$ cat src/rtl/xcvr_pkg.sv
package xcvr_pkg;

    typedef enum logic [1:0] {
        DRV_NONE   = 2'd0,
        DRV_A_ONLY = 2'd1,
        DRV_B_ONLY = 2'd2,
        DRV_BOTH   = 2'd3
    } drv_mode_e;

endpackage

$ cat src/rtl/xcvr_oe_decode.sv
module xcvr_oe_decode
    import xcvr_pkg::*;
#(
    parameter bit DUAL_EN = 1'b0
) (
    input  logic      xfer_en_n,
    input  logic      to_b,
    input  logic      b_drive_en,
    input  logic      a_drive_en_n,
    output drv_mode_e mode
);

    generate
        if (DUAL_EN) begin : g_dual
            always_comb begin
                unique case ({b_drive_en, a_drive_en_n})
                    2'b00:   mode = DRV_A_ONLY;
                    2'b01:   mode = DRV_NONE;
                    2'b10:   mode = DRV_BOTH;
                    default: mode = DRV_B_ONLY;
                endcase
            end
        end else begin : g_single
            always_comb begin
                unique case ({xfer_en_n, to_b})
                    2'b00:   mode = DRV_A_ONLY;
                    2'b01:   mode = DRV_B_ONLY;
                    default: mode = DRV_NONE;
                endcase
            end
        end
    endgenerate

endmodule

$ cat src/rtl/xcvr_lane.sv
module xcvr_lane #(
    parameter int W = 8
) (
    input  logic         clk,
    input  logic         rst,
    input  logic         cap,
    input  logic [W-1:0] cap_data,
    input  logic [W-1:0] live_data,
    input  logic         use_stored,
    output logic [W-1:0] drive_data
);

    logic [W-1:0] store_q;

    always_ff @(posedge clk) begin
        if (rst) begin
            store_q <= '0;
        end else if (cap) begin
            store_q <= cap_data;
        end
    end

    always_comb begin
        drive_data = use_stored ? store_q : live_data;
    end

endmodule

$ cat src/rtl/dual_reg_xcvr.sv
module dual_reg_xcvr
    import xcvr_pkg::*;
#(
    parameter int W       = 8,
    parameter bit DUAL_EN = 1'b0
) (
    input  logic         clk,
    input  logic         rst,
    input  logic         a_cap,
    input  logic         b_cap,
    input  logic         b_use_stored,
    input  logic         a_use_stored,
    input  logic         xfer_en_n,
    input  logic         to_b,
    input  logic         b_drive_en,
    input  logic         a_drive_en_n,
    input  logic [W-1:0] a_in,
    output logic [W-1:0] a_out,
    output logic [W-1:0] a_oe,
    input  logic [W-1:0] b_in,
    output logic [W-1:0] b_out,
    output logic [W-1:0] b_oe
);

    drv_mode_e    mode;
    logic         drive_a;
    logic         drive_b;
    logic [W-1:0] a_resolved;
    logic [W-1:0] b_resolved;

    xcvr_oe_decode #(.DUAL_EN(DUAL_EN)) u_decode (
        .xfer_en_n    (xfer_en_n),
        .to_b         (to_b),
        .b_drive_en   (b_drive_en),
        .a_drive_en_n (a_drive_en_n),
        .mode         (mode)
    );

    always_comb begin
        drive_a = 1'b0;
        drive_b = 1'b0;
        unique case (mode)
            DRV_A_ONLY: drive_a = 1'b1;
            DRV_B_ONLY: drive_b = 1'b1;
            DRV_BOTH: begin
                drive_a = 1'b1;
                drive_b = 1'b1;
            end
            default: ;
        endcase
    end

    // Live source is the opposite pin input, so no combinational loop forms.
    always_comb begin
        a_resolved = drive_a ? a_out : a_in;
        b_resolved = drive_b ? b_out : b_in;
    end

    // A-side register feeds the B bus.
    xcvr_lane #(.W(W)) u_lane_ab (
        .clk        (clk),
        .rst        (rst),
        .cap        (a_cap),
        .cap_data   (a_resolved),
        .live_data  (a_in),
        .use_stored (b_use_stored),
        .drive_data (b_out)
    );

    // B-side register feeds the A bus.
    xcvr_lane #(.W(W)) u_lane_ba (
        .clk        (clk),
        .rst        (rst),
        .cap        (b_cap),
        .cap_data   (b_resolved),
        .live_data  (b_in),
        .use_stored (a_use_stored),
        .drive_data (a_out)
    );

    assign a_oe = {W{drive_a}};
    assign b_oe = {W{drive_b}};

endmodule

$ cat config.mk
export PLATFORM = sky130hd
export DESIGN_NAME = dual_reg_xcvr
export DESIGN_NICKNAME = d
export VERILOG_FILES = /design/src/rtl/xcvr_pkg.sv /design/src/rtl/xcvr_oe_decode.sv /design/src/rtl/xcvr_lane.sv /design/src/rtl/dual_reg_xcvr.sv
export SDC_FILE = /design/constraint.sdc
export NUM_CORES = 1
export LEC_CHECK = 0
export BUFFER_PORTS_ARGS = -buffer_cell sky130_fd_sc_hd__buf_2
export CAP_MARGIN = 20
export CORE_MARGIN = 2
export CORE_UTILIZATION = 40
export DETAILED_ROUTE_END_ITERATION = 12
export HOLD_SLACK_MARGIN = 0.15
export PLACE_DENSITY = 0.7
export SLEW_MARGIN = 20
export SYNTH_ARGS = -nofsm -noshare
export SYNTH_HDL_FRONTEND = slang
export SYNTH_HIERARCHICAL = 1
export SYNTH_SLANG_ARGS = --single-unit
$ cat constraint.sdc
create_clock -name clk -period 1.35 [get_ports clk]
set_input_delay 0 -clock clk [delete_from_list [all_inputs] [get_ports clk]]
set_output_delay 0 -clock clk [all_outputs]
set_load 0.01 [all_outputs]
==> summary.txt <==
Status
  • Outcome: finished clean

CTS
  • Post_cts resized: 0
  • Hold buffer count at CTS: 17
  • TritonCTS Buffers: 3
  • Deepest clock path buffer count: 2
  • CTS tree: done
  • Post-CTS Setup Bufs: 0
  • H-tree depth: 1
  • Clock Latency Late Sink: 280 ps
  • Clock slew seen by the registers of the worst setup and hold paths: roughly 90 ps
  • Root Buffer: clkbuf_4
  • CTS Sinks: 16

Finish
  • Fin util: 52.7%
  • Most frequent cells in the layout: 55 x buf_2, 32 x mux2_4, 17 x dlygate4sd3_1, 17 x nor2_1
  • Commonest non-fill, non-tap cell in the layout: buf_2
  • FILL cells: around 270
  • Nets: between 150 and 200
  • Share of cells above drive strength 1: about 60%
  • Area grow syn2layout: 27.5%
  • Fin area: 1580 um^2
  • Cell Count, Final, Fillers Out: 193
  • Antenna diode count: 0

Drt
  • Vias/cell: between 4 and 5
  • Residual DRC count: 0
  • Vias: 941
  • Wirelength per Cell: 14.5 um
  • DRT Wirelength: 2790 um
  • Starting DRT DRC Count: 31
  • 1st-pass router iterations: 4
  • Antenna-violating nets left: 0

Floorplan
  • Die Width: 59.7 um
  • Die area: 3560 um^2
  • IO Pins: 58
  • Initial Util: 41.3%
  • Row cnt: 20
  • DIE HEIGHT: 59.7 um
  • Core Area: 3000 um^2

Critical path
  • Crit-path max cell delay: 540 ps
  • CP endpoint kind: flop
  • CP Data Arrival Time: 1390 ps
  • WP buf/inv: 2
  • Crit Path Max Fanout: 2
  • CP required: about 1500 ps
  • Startpoint types: input port
  • Cell mode on critical path: mux2_4
  • CP cell instances: dlygate4sd3_1 -> buf_2 -> mux2_4 -> mux2_4 -> mux2i_1 -> nor2_1
  • Worst R2R Start: u_lane_ab/store_q[1]$_SDFFE_PP0P_
  • Top delay family on crit path: buffers and inverters
  • WS Path Type: in -> reg
  • Worst path slowest cell: dlygate4sd3_1
  • Critical Path Start: a_in[3]

Timing
  • Unrepaired setup endpoints after global routing: no
  • Pins over their slew limit: 0
  • Relative slew margins: 78.4%
  • # setup viols final: 0
  • Worst-margin pin slew: 324 ps
  • Fmax: roughly 820 MHz
  • Setup TNS: 0 ps
  • Final Hold Viols: 0
  • Min Tclk post-route: 1220 ps
  • Tcrit/Tclk final: 90.7%
  • Setup clock skew after layout: 1.64 ps

Synth
  • Mapped Cells: 108
  • Post-Synth Adder-Cell Area: 0%
  • Area leader, netlist: mux2_4
  • Synth area leaders: mux2_4 39%, dfxtp_1 26%, mux2i_1 13%
  • Multiplexer share of the synthesized area: 51.6%
  • Syn nets: 134
  • Avg Cell Area, Syn: about 11 um^2
  • Sequential cell area fraction in the yosys report: 25.8%
  • Synth Register Bits: 16
  • Synth warn: 6
  • Post-synth top area share: 38.7%
  • Post-synthesis compound-gate area fraction: 0%
  • Synth Area in Simple Gates: 6.25%
  • Netlist cell types: 9
  • Synth Area in XOR/XNOR: 0%
  • Main combinational cell family by area after synthesis: multiplexers
  • Synthesized area: 1240 um^2

Global routing
  • Initial antenna violation count: 0
  • First-pass GRT wire length: 4500 um
  • Largest net degree at the start of global routing: 17
  • GRT overflow: 0
  • Number of global-route vias before repair: about 1000
  • Total GRT Usage: 17.0%

Place
  • GPL Wtd Cong: 0.639
  • Inst Count DP: between 150 and 200
  • IO Port Bufs: 55
  • Area post-placement: 1390 um^2

Pwr
  • Peak supply drop: 0.364 mV
  • Total power: 1.22 mW
  • Pwr per Cell Area: just under 800 nW/um^2
  • Leak pwr: 0.862 nW

Min path
  • HP Start: b_cap
  • HP Class: in -> reg

Run
  • Max_cap viols: 0
-- worst paths after layout --
| kind | end | slack, ps | cells after the start |
|---|---|---|---|
| worst max register to register | u_lane_ba/store_q[1]$_SDFFE_PP0P_ | 190 | 4 |
| worst max-delay path | u_lane_ba/store_q[3]$_SDFFE_PP0P_ | 130 | 6 |
| worst min register to register | u_lane_ab/store_q[6]$_SDFFE_PP0P_ | 510 | 2 |
| worst min-delay path | u_lane_ba/store_q[0]$_SDFFE_PP0P_ | 170 | 3 |
-- cell families (layout without fill, tap and decap cells) --
group,count (synthesis),after routing
simple gates,18,18
flops,16,16
mux,48,48
buf+inv,26,78
-- through the flow --
step / hold WS [ps] / worst slack [ps]
after floorplan: 142 / 253
after global placement: 339 / 172
after detailed placement: 345 / 138
after CTS: 155 / 141
after global routing: 167 / 71.5
final: 168 / 126
-- area by class of cell --
cell class	count	area, um^2	share of cell area (%)
Clock buffer	3	22.5	1.42
Multi-Input combinational cell	66	718	45.4
Sequential cell	16	320	20.2
Tap cell	33	41.3	2.61
Timing Repair Buffer	75	480	30.4
-- cell usage after synthesis (all sizes together) --
cell and number:
mux2i 16, dfxtp 16, nor2b 1, mux2 32, nor2 17, clkbuf 2
buf 24
-- report_power, final --
group          leakage (nW)  internal (mW)  switching [mW]
Clock                0.0138          0.103           0.142
Combinational         0.716          0.263           0.188
Sequential            0.132          0.504          0.0162
-- flip-flops by register name (all words and copies together) (netlist names) --
| name | count |
|---|---|
| u_lane_ba/store_q | 8 |
| u_lane_ab/store_q | 8 |
-- worst reg2reg max path: cells and delay by family, from the launching register on --
| kind | cells | cell delay (ps) |
|---|---|---|
| DFF | 1 | 330 |
| muxes | 3 | 670 |
| and+or+nand+nor | 1 | 50 |
-- layer usage --
layer / up-vias / global-route usage [%] / routed length, um
met2: 39 / 29.7 / 1370
met4: 0 / 6.67 / 10
met1: 447 / 20.6 / 1250
li1: 453 / - / -
met3: 2 / 3.03 / 155
met5: - / 0 / 0
No activity file was read; power rests on OpenSTA's default activity.
